`src/rtl/serial_fifo_ctl.sv`:
```
module serial_fifo_ctl #(
  parameter int DW        = 8,
  parameter int DEPTH     = 64,
  parameter int RTS_LEVEL = 60
) (
  input  logic                     clk,
  input  logic                     rst_n,
  input  logic                     reg_wr,
  input  logic [7:0]               reg_wdata,
  output logic [7:0]               reg_rdata,
  input  logic                     tx_push,
  input  logic [DW-1:0]            tx_data,
  input  logic                     tx_pop,
  output logic [DW-1:0]            tx_q,
  output logic [$clog2(DEPTH):0]   tx_count,
  output logic                     tx_low,
  output logic                     tx_ovf,
  input  logic                     rx_push,
  input  logic [DW-1:0]            rx_data,
  input  logic                     rx_pop,
  output logic [DW-1:0]            rx_q,
  output logic [$clog2(DEPTH):0]   rx_count,
  output logic                     rx_ovf,
  input  logic                     sh_txd,
  output logic                     txd_pin,
  input  logic                     rxd_pin,
  output logic                     sh_rxd,
  input  logic                     cts_pin_n,
  output logic                     cts_int_n,
  output logic                     rts_pin_n
);

  localparam int AW = $clog2(DEPTH);
  localparam int CW = AW + 1;
  localparam logic [CW-1:0] FULL  = CW'(DEPTH);
  localparam logic [CW-1:0] RTS_L = CW'(RTS_LEVEL);

  logic [5:0] ctrl;
  always_ff @(posedge clk or negedge rst_n)
    if (!rst_n)      ctrl <= '0;
    else if (reg_wr) ctrl <= reg_wdata[5:0];

  assign reg_rdata = {2'b00, ctrl};

  wire [1:0] trig_sel = ctrl[5:4];
  wire       mce      = ctrl[3];
  wire       tx_fl    = ctrl[2];
  wire       rx_fl    = ctrl[1];
  wire       loop     = ctrl[0];

  // transmit queue
  logic [DW-1:0] tx_mem [DEPTH];
  logic [AW-1:0] tx_wp, tx_rp;
  wire tx_put = tx_push && (tx_count != FULL);
  wire tx_get = tx_pop  && (tx_count != '0);

  always_ff @(posedge clk or negedge rst_n)
    if (!rst_n) begin
      tx_wp <= '0; tx_rp <= '0; tx_count <= '0; tx_ovf <= 1'b0;
    end else if (tx_fl) begin
      tx_wp <= '0; tx_rp <= '0; tx_count <= '0; tx_ovf <= 1'b0;
    end else begin
      if (tx_put) tx_wp <= tx_wp + 1'b1;
      if (tx_get) tx_rp <= tx_rp + 1'b1;
      tx_count <= tx_count + CW'(tx_put) - CW'(tx_get);
      if (tx_push && !tx_put) tx_ovf <= 1'b1;
    end

  always_ff @(posedge clk)
    if (!tx_fl && tx_put) tx_mem[tx_wp] <= tx_data;

  assign tx_q = (tx_count == '0) ? '0 : tx_mem[tx_rp];

  // receive queue
  logic [DW-1:0] rx_mem [DEPTH];
  logic [AW-1:0] rx_wp, rx_rp;
  wire rx_put = rx_push && (rx_count != FULL);
  wire rx_get = rx_pop  && (rx_count != '0);

  always_ff @(posedge clk or negedge rst_n)
    if (!rst_n) begin
      rx_wp <= '0; rx_rp <= '0; rx_count <= '0; rx_ovf <= 1'b0;
    end else if (rx_fl) begin
      rx_wp <= '0; rx_rp <= '0; rx_count <= '0; rx_ovf <= 1'b0;
    end else begin
      if (rx_put) rx_wp <= rx_wp + 1'b1;
      if (rx_get) rx_rp <= rx_rp + 1'b1;
      rx_count <= rx_count + CW'(rx_put) - CW'(rx_get);
      if (rx_push && !rx_put) rx_ovf <= 1'b1;
    end

  always_ff @(posedge clk)
    if (!rx_fl && rx_put) rx_mem[rx_wp] <= rx_data;

  assign rx_q = (rx_count == '0) ? '0 : rx_mem[rx_rp];

  // transmit threshold
  logic [CW-1:0] trig_lvl;
  always_comb
    case (trig_sel)
      2'd0:    trig_lvl = CW'(DEPTH / 2);
      2'd1:    trig_lvl = CW'(DEPTH / 4);
      2'd2:    trig_lvl = CW'(2);
      default: trig_lvl = '0;
    endcase

  assign tx_low = (tx_count <= trig_lvl);

  // handshake and line steering
  assign rts_pin_n = mce && (rx_count >= RTS_L);
  assign cts_int_n = mce && (loop ? rts_pin_n : cts_pin_n);
  assign txd_pin   = loop ? 1'b1   : sh_txd;
  assign sh_rxd    = loop ? sh_txd : rxd_pin;

  // checks
  a_r2_tx_bound: assert property (@(posedge clk) disable iff (!rst_n) tx_count <= FULL);
  a_r2_rx_bound: assert property (@(posedge clk) disable iff (!rst_n) rx_count <= FULL);
  a_r4_tx_flush: assert property (@(posedge clk) disable iff (!rst_n)
    tx_fl |=> (tx_count == '0) && !tx_ovf);
  a_r5_rx_flush: assert property (@(posedge clk) disable iff (!rst_n)
    rx_fl |=> (rx_count == '0) && !rx_ovf);
  a_r6_tx_sticky: assert property (@(posedge clk) disable iff (!rst_n)
    (tx_ovf && !tx_fl) |=> tx_ovf);
  a_r6_tx_full_drop: assert property (@(posedge clk) disable iff (!rst_n)
    (tx_count == FULL && tx_push && !tx_pop && !tx_fl) |=> (tx_count == FULL) && tx_ovf);
  a_r7_rx_empty_pop: assert property (@(posedge clk) disable iff (!rst_n)
    (rx_count == '0 && rx_pop && !rx_push && !rx_fl) |=> (rx_count == '0));

endmodule

```
`config.mk`:
```
export PLATFORM = sky130hd
export DESIGN_NAME = serial_fifo_ctl
export DESIGN_NICKNAME = d
export VERILOG_FILES = /design/src/rtl/serial_fifo_ctl.sv
export SDC_FILE = /design/constraint.sdc
export NUM_CORES = 1
export LEC_CHECK = 0
export ABC_AREA = 0
export CAP_MARGIN = 20
export CORE_UTILIZATION = 63
export DETAILED_ROUTE_END_ITERATION = 10
export DONT_BUFFER_PORTS = 1
export GPL_ROUTABILITY_DRIVEN = 0
export HOLD_SLACK_MARGIN = 0.08
export PLACE_DENSITY = 0.79
export SLEW_MARGIN = 5
export SYNTH_ARGS = -nofsm -noshare
export SYNTH_HDL_FRONTEND = slang
export SYNTH_SLANG_ARGS = --single-unit
```
`constraint.sdc`:
```
create_clock -name clk -period 4.06 [get_ports clk]
set_input_delay 0.203 -clock clk [delete_from_list [all_inputs] [get_ports clk]]
set_output_delay 0.203 -clock clk [all_outputs]
set_load 0.02 [all_outputs]
```
==> metrics.cfg, run 1 <==
[detailed_routing]
drt-total-wl_um=93200
wl_per_cell_um=28.5
drtIter0Drc=2877
vias=21918
via_per_inst=6.71
first_pass_iters=5
antenna_left=0
drc_errors=0

[floorplan]
fp.coreArea_um2=66200
fp.dieW_um=262
rows=94
dieArea_um2=68400
die_h_um=262
io_pins=79
initial_core_util_pct=64.1

[critical_path]
critPathMaxFanout=15
cp.arrival_ns=3.73
startpoint_type=flop
worstSetupEndpointType=output pin
r2r_slack_ns=0.35
worstSetupPathType=reg -> out
crit_required_ns=3.86

[sta]
min_period_ns=3.93
setup_viol=0
post-route-period-util_pct=96.9
hold_viol=0
rsz0062_at_grt=no
slew_headroom_pct=19.8
fin_tns_setup_ns=0
max_slew.worst_pin.slew_ns=1.20
clock.fmax_mhz=254
fin_worst_skew_ns=0.0192
slew_violations=0

[synth]
ys_seq_area_share_pct=75.2
synth_warnings=0
synth_xor_area_share_pct=0.516
synth_compound_area_share_pct=3.20
ys_async_sr_fraction_pct=4.30
synth_flop_cell=edfxtp_1
synth_adder_area_share_pct=0.949
synth.ff_latch_count=1070
syn_avg_cell_area_um2=19.2
netlist_area_um2=42400
synth-simple-area-share_pct=3.52
synth_top_family_by_area=multiplexers
yosys-mux-area-fraction_pct=15.0
synth_edf_count=1024
synth_cell_type_count=51
syn_inst=2212

[pwr]
pwr-share-seq_pct=47.5
share_comb_of_total_power_pct=17.4
power.leakage_nw=15.0
p_per_area_nw_per_um2=556
p_sw_share_pct=25.9
clkPwrFrac_pct=35.1
peakVddDrop_v=0.000429
power.internal_mw=19.7
power_switching_mw=6.88

[layout]
stdcell_count=3267
utilization_pct=72.1
syn_to_final_growth_pct=12.5
fin_area_um2=47700
diodes=0
fillers=3631
layout.nets=2383
drive_above_1_share_pct=19.5

[global_route]
antenna_found_initial=1
use_met3_pct=5.24
grt_util_all_layers_pct=27.9
grt_pass1_vias=21962
grt.met1_usage_pct=40.5
gr-total-overflow=0
grt_start_max_net_pins=102
grt_pass1_wl_um=138000
grt_use_met2_pct=43.7
busiest_layer=met2

[worst_hold_path]
hold_path.class=in -> reg

[place]
hpwl_um=52600
dpl-instance-area_um2=43600
io_buffers=0
dp_cells=3026

[cts]
cts_root_buf=clkbuf_16
clk_path_buf_depth=3
cts_tree=yes
clk_transition_reported_paths_ns=0.06
htreeDepth=3
clock_latency_ns=0.65
cts_sinks=1070
post-cts-setup-buffers=0
cts_buffers=101
cts_resized=0

[flow_run]
cap_viol_max_count=0

[run_status]
outcome=finished, final reports clean

## layout by cell type, fill, tap and decap left out, types with 16 or more instances in the layout
cell              n
dfrtp_1          40
o21ai_0          67
buf_4            70
xor2_1           17
nand3_1          40
mux2i_1         192
a211oi_1         30
nor2_1          171
mux4_2          193
clkbuf_1         20
clkinv_2         22
clkinv_1         18
buf_16           18
inv_1            23
a21oi_1          45
edfxtp_1       1024
dlygate4sd3_1    34
clkbuf_16       104
ha_1             29
o22ai_1          30
nand2_1          44
o221ai_1         31
nor2b_1          16
## cell usage after synthesis (29+ instances only)
master	n	area, um^2
o22ai_1	30	188
nor2_1	171	642
o221ai_1	31	272
buf_2	38	190
edfxtp_1	1024	30700
nand3_1	40	200
clkbuf_1	51	191
dfrtp_1	46	1150
mux4_2	193	4350
a211oi_1	30	225
ha_1	29	363
o21ai_0	67	335
mux2i_1	192	1920
a21oi_1	45	225
nand2_1	44	165
## kinds of logic after synthesis
group,count (synthesis)
other,1
buffers and inverters,152
AOI/OAI and AO/OA,217
adders and majority gates,31
DFF,1070
xor gates and xnor gates,25
and+or+nand+nor,324
muxes,392
## routing by layer
metal	share of wire (%)	vias to the layer above
met5	0.013	-
met1	38	11232
met4	2.5	2
li1	-	9143
met3	11	180
met2	48	1361
## critical path, cell delays in order (launching register included)
cell	delay (ns)
dfrtp_2	0.68
nand3_1	0.85
buf_4	0.52
o22ai_1	0.23
a211oi_1	0.09
o21ai_0	0.26
nand3_1	0.14
nand2_1	0.29
## per-stage QoR
stage	setup WS, ns	hold slack, ns	power (mW)
floorplan	0.771	-0.0926	16.2
global placement	0.561	-0.0886	17.1
detailed placement	0.515	-0.0891	17.2
CTS	0.203	0.214	26.6
global route	0.00599	0.245	27.3
finish	0.128	0.239	26.6
## final timing paths
kind                                       start                      to  cells after the start
setup / recovery            tx_rp[3]$_DFFE_PN0P_                 tx_q[2]                      7
hold / removal                            reg_wr     ctrl[4]$_DFFE_PN0P_                      2
setup reg to reg           tx_count[2]$_DFF_PN0_  tx_mem[4][3]$_DFFE_PP_                      9
hold reg to reg             tx_rp[5]$_DFFE_PN0P_    tx_rp[5]$_DFFE_PN0P_                      2
max in group asynchronous                  rst_n    rx_rp[0]$_DFFE_PN0P_                      4
min in group asynchronous                  rst_n    tx_wp[0]$_DFFE_PN0P_                      3
## what timing repair did
| action | 4_1_cts | 5_1_grt |
|---|---|---|
| hold buffers | 52 | 0 |
| hold endpoints to repair | 1089 | 0 |
| setup endpoints to repair | 0 | 0 |
## area by class of cell
cell class | count | area (um^2) | area share [%]
clock inverters | 61 | 553 | 1.16
well taps | 864 | 1080 | 2.26
flip-flops and latches | 1070 | 31900 | 66.9
clock buffers | 127 | 2720 | 5.70
inverters | 23 | 86.3 | 0.181
multi-input cells | 991 | 9830 | 20.6
repair buffers | 131 | 1540 | 3.23
## power by group through the flow
stage                     Clock (mW)  Combinational [mW]  Sequential [mW]
after floorplan                    0                3.53             12.6
after CTS                       9.36                4.63             12.6
after global placement             0                4.22             12.8
after detailed placement           0                4.30             12.9
after global routing            9.77                4.91             12.7
final                           9.31                4.62             12.6
## registers in the layout, indices dropped and copies added (netlist names)
register  count
rx_count      7
tx_wp         6
tx_count      7
ctrl          6
tx_ovf        1
tx_rp         6
rx_mem      512
rx_ovf        1
rx_wp         6
tx_mem      512
rx_rp         6
(Power assumes the default switching activity.)
==> run 2: changes to the inputs <==
--- a/config.mk
+++ b/config.mk
@@ -13,6 +13,7 @@
 export GPL_ROUTABILITY_DRIVEN = 0
 export HOLD_SLACK_MARGIN = 0.08
 export PLACE_DENSITY = 0.79
+export RECOVER_POWER = 50
 export SLEW_MARGIN = 5
 export SYNTH_ARGS = -nofsm -noshare
 export SYNTH_HDL_FRONTEND = slang
==> metrics.cfg, run 2 (synthesized netlist as in run 1, its figures left out) <==
[critical_path]
critPathMaxFanout=15
startpoint_type=flop
r2r-end=tx_mem[4][3]$_DFFE_PP_
cp.arrival_ns=3.74
setup.worst_path.start=tx_rp[3]$_DFFE_PN0P_
r2r_cells=9
worstSetupPathType=reg -> out
crit_required_ns=3.86
worstSetupEndpointType=output pin
r2r_slack_ns=0.32
r2r-start=tx_count[2]$_DFF_PN0_
setup.worst_path.end=tx_q[2]

[global_route]
grt_pass1_vias=21962
grt_pass1_wl_um=138000
antenna_found_initial=1
gr-total-overflow=0
grt_util_all_layers_pct=27.9
grt_start_max_net_pins=102

[cts]
post-cts-setup-buffers=0
clk_transition_reported_paths_ns=0.06
cts_hold_buf=52
cts_tree=yes
cts_buffers=101
cts_root_buf=clkbuf_16
cts_sinks=1070
htreeDepth=3
cts_resized=0
clk_path_buf_depth=3
clock_latency_ns=0.66

[layout]
layout_commonest_cell=edfxtp_1
layout.nets=2383
stdcell_count=3267
final_cell_mix=edfxtp_1 (1024), mux4_2 (193), mux2i_1 (192), nor2_1 (171), clkbuf_16 (104)
syn_to_final_growth_pct=11.5
fillers=3684
drive_above_1_share_pct=18.7
diodes=0
top_regs=rx_mem (512), tx_mem (512)

[worst_hold_path]
hold_path.class=in -> reg

[pwr]
power_switching_mw=6.88
share_comb_of_total_power_pct=17.2
peakVddDrop_v=0.000430
power.leakage_nw=14.8
p_sw_share_pct=25.9
total_power_mw=26.5
clkPwrFrac_pct=35.1
pwr-share-seq_pct=47.7
p_per_area_nw_per_um2=561
power.internal_mw=19.7

[sta]
fin_tns_setup_ns=0
min_period_ns=3.94
slew_headroom_pct=-119
post-route-period-util_pct=97.1
slew_violations=1040
clock.fmax_mhz=254
rsz0062_at_grt=no
fin_worst_skew_ns=0.0182
hold_viol=0
setup_viol=0
max_slew.worst_pin.slew_ns=3.28
hold_ws_ns=0.241

[detailed_routing]
antenna_left=0
via_per_inst=6.78
vias=22153
first_pass_iters=6
drtIter0Drc=2935
drt-total-wl_um=93500
wl_per_cell_um=28.6
drc_errors=0

[floorplan]
dieArea_um2=68400
io_pins=79
rows=94
fp.coreArea_um2=66200
fp.dieW_um=262
die_h_um=262
initial_core_util_pct=64.1

[place]
dp_cells=3026
hpwl_um=52600
io_buffers=0

[flow_run]
cap_viol_max_count=16

[run_status]
outcome=complete, but fails checks
violations=max-capacitance violations, max-slew violations

==> run 2: cell types whose count changed in the layout (fill, tap and decap cells not counted) <==
cell	change
buf_12	-1
buf_16	-17
clkbuf_1	+18
==> run 2: how the worst min path moves through the flow <==
stage	start	endpoint	cells after the start	slack, ns
2_1_floorplan	rst_n	ctrl[0]$_DFFE_PN0P_	0	-0.09
3_3_place_gp	rst_n	rx_count[2]$_DFF_PN0_	0	-0.09
3_5_place_dp	rst_n	rx_count[2]$_DFF_PN0_	0	-0.09
4_1_cts	reg_wr	ctrl[5]$_DFFE_PN0P_	2	0.21
5_1_grt	reg_wr	ctrl[4]$_DFFE_PN0P_	2	0.25
6_report	reg_wr	ctrl[4]$_DFFE_PN0P_	2	0.24
==> run 2: metal layers <==
metal  GRT usage, %  share of wire (%)  up-vias
met5              0              0.013        -
met3           5.24                 11      206
met1           40.5                 38    11382
li1               -                  -     9129
met4           8.58                2.7        2
met2           43.7                 48     1434
==> run 2: cell type report <==
| class | instances | area [um^2] | area share, % |
|---|---|---|---|
| timing repair buffer | 131 | 1120 | 2.37 |
| sequential | 1070 | 31900 | 67.5 |
| clock inverter | 61 | 553 | 1.17 |
| multi-input combinational | 991 | 9830 | 20.8 |
| inverter | 23 | 86.3 | 0.182 |
| tap | 864 | 1080 | 2.29 |
| clock buffer | 127 | 2720 | 5.75 |
==> run 2: stage by stage <==
stage          util [%]  instance area [um^2]  setup WS, ns
2_1_floorplan         -                 42400         0.771
3_3_place_gp       65.8                 43600         0.561
3_5_place_dp       65.8                 43600         0.515
4_1_cts            72.0                 47700         0.203
5_1_grt            71.4                 47300       0.00599
6_report           71.4                 47300         0.118
==> run 2: worst max-delay path: stages (launching register included) <==
cell	delay, ns
dfrtp_2	0.69
nand3_1	0.85
buf_4	0.52
o22ai_1	0.23
a211oi_1	0.09
o21ai_0	0.25
nand3_1	0.14
nand2_1	0.29
==> run 2: power by group through the flow <==
stage,clock network (mW),logic (mW),registers [mW]
finish,9.31,4.57,12.7
global route,9.77,4.86,12.7
CTS,9.36,4.63,12.6
detailed placement,0,4.30,12.9
global placement,0,4.22,12.8
floorplan,0,3.53,12.6
==> run 3: changes to the inputs <==
--- a/config.mk
+++ b/config.mk
@@ -7,6 +7,7 @@
 export LEC_CHECK = 0
 export ABC_AREA = 0
 export CAP_MARGIN = 20
+export CORE_MARGIN = 2
 export CORE_UTILIZATION = 63
 export DETAILED_ROUTE_END_ITERATION = 10
 export DONT_BUFFER_PORTS = 1
==> metrics.cfg, run 3 (synthesized netlist as in run 1, its figures left out) <==
[floorplan]
dieArea_um2=69500
fp.coreArea_um2=66900
initial_core_util_pct=63.4
rows=95
fp.dieW_um=264
die_h_um=264
io_pins=79

[worst_hold_path]
hold_start=reg_wr
whs_endpoint=ctrl[4]$_DFFE_PN0P_
worstHoldPathCells=2
hold_path.class=in -> reg

[detailed_routing]
vias=21879
drc_errors=0
via_per_inst=6.67
antenna_left=0
wl_per_cell_um=28.9
first_pass_iters=5
drt-total-wl_um=94900
drtIter0Drc=2798

[cts]
cts_buffers=102
clk_transition_reported_paths_ns=0.06
cts_root_buf=clkbuf_16
cts_sinks=1070
cts_resized=0
clk_path_buf_depth=3
clock_latency_ns=0.68
cts_tree=yes
htreeDepth=3

[global_route]
grt_pass1_wl_um=142000
grt_pass1_vias=22469
grt_start_max_net_pins=80
antenna_found_initial=0
gr-total-overflow=0
grt_util_all_layers_pct=27.6

[layout]
layout.nets=2382
fillers=3702
layout_commonest_cell=edfxtp_1
syn_to_final_growth_pct=11.9
register_area_um2=31900
diodes=0
utilization_pct=71.0
multi_input_area_um2=9830
drive_above_1_share_pct=19.1
top_regs=rx_mem (512), tx_mem (512)
final_cell_mix=edfxtp_1 (1024), mux4_2 (193), mux2i_1 (192), nor2_1 (171), clkbuf_16 (102)

[sta]
post-route-period-util_pct=94.0
hold_viol=0
hold_ws_ns=0.220
fin_tns_setup_ns=0
setup_viol=0
slew_violations=1087
clock.fmax_mhz=262
min_period_ns=3.81
rsz0062_at_grt=no
slew_headroom_pct=-119
fin_worst_skew_ns=0.0336
max_slew.worst_pin.slew_ns=3.28

[critical_path]
startpoint_type=flop
r2r_cells=17
r2r_slack_ns=0.28
cp_slowest_stage_delay_ns=0.82
r2r-end=tx_count[6]$_DFF_PN0_
path_cells=nand3b_1 > o221ai_1 > a21oi_1 > o21ai_0 > nand3_1 > nand2_1
critPathMaxFanout=39
cp.arrival_ns=3.61
crit_slowest_cell=nand3b_1
worstSetupEndpointType=output pin
worstSetupPathType=reg -> out
r2r-start=tx_count[2]$_DFF_PN0_
setup.worst_path.start=rx_rp[1]$_DFFE_PN0P_
crit_required_ns=3.86

[flow_run]
cap_viol_max_count=17

[pwr]
p_per_area_nw_per_um2=572
peakVddDrop_v=0.000454
power.leakage_nw=14.9

[place]
io_buffers=0
hpwl_um=53600

[run_status]
outcome=complete, but fails checks
violations=max-capacitance violations, max-slew violations

[run 3: cell count changes in the layout (fill, tap and decap cells not counted), sizes merged]
cell,previous run,this run
buf,79,77
clkdlybuf4s25,0,1
clkbuf,145,139
clkinvlp,6,7
clkinv,42,46
bufinv,9,15
dlygate4sd3,34,33
[run 3: how the worst max path moves through the flow]
stage | cells past startpoint | slack (ns) | end
after floorplan | 17 | 0.77 | rx_count[6]$_DFF_PN0_
after global placement | 17 | 0.61 | tx_count[6]$_DFF_PN0_
after detailed placement | 17 | 0.50 | tx_count[6]$_DFF_PN0_
after CTS | 7 | 0.29 | tx_q[7]
after global routing | 17 | 0.1 | tx_count[6]$_DFF_PN0_
final | 6 | 0.25 | rx_q[3]
[run 3: what timing repair did]
action	in CTS	in global routing
hold buffers	51	0
endpoints found under the setup margin	0	0
endpoints found under the hold margin	1088	0
setup buffers	0	0
[run 3: layout make-up]
class                   instances  area share [%]
clock inverters                72            1.78
flip-flops and latches       1070            67.2
multi-input cells             991            20.7
inverters                      23           0.182
well taps                     873            2.30
repair buffers                129            2.18
clock buffers                 121            5.67
[run 3: routing by layer]
| layer | vias to the layer above | wire, um | global-route usage, % |
|---|---|---|---|
| met4 | 0 | 3210 | 9.78 |
| met1 | 11227 | 34200 | 37.1 |
| li1 | 9118 | - | - |
| met5 | - | 0 | 0 |
| met3 | 225 | 9250 | 5.34 |
| met2 | 1309 | 48200 | 46.0 |
[run 3: worst max-delay path, delay by kind of cell (launching register included)]
family | cells | cell delay (ns)
compound gates | 3 | 0.98
flops | 1 | 0.72
simple gates | 3 | 1.23
[run 3: power breakdown]
| part | switching (mW) | internal [mW] |
|---|---|---|
| Sequential | 0.427 | 12.3 |
| Clock | 4.12 | 5.74 |
| Combinational | 2.55 | 2.07 |
| Total | 7.09 | 20.1 |
[run 3: through the flow]
stage               total power, mW  worst slack, ns  cell area [um^2]  cells
finish                         27.2            0.245             47500   3279
global route                   28.0           0.0973             47500   3279
CTS                            27.2            0.289             47900   3279
detailed placement             17.2            0.500             43600   3035
global placement               17.1            0.610             43600   3035
floorplan                      16.2            0.771             42400   2213
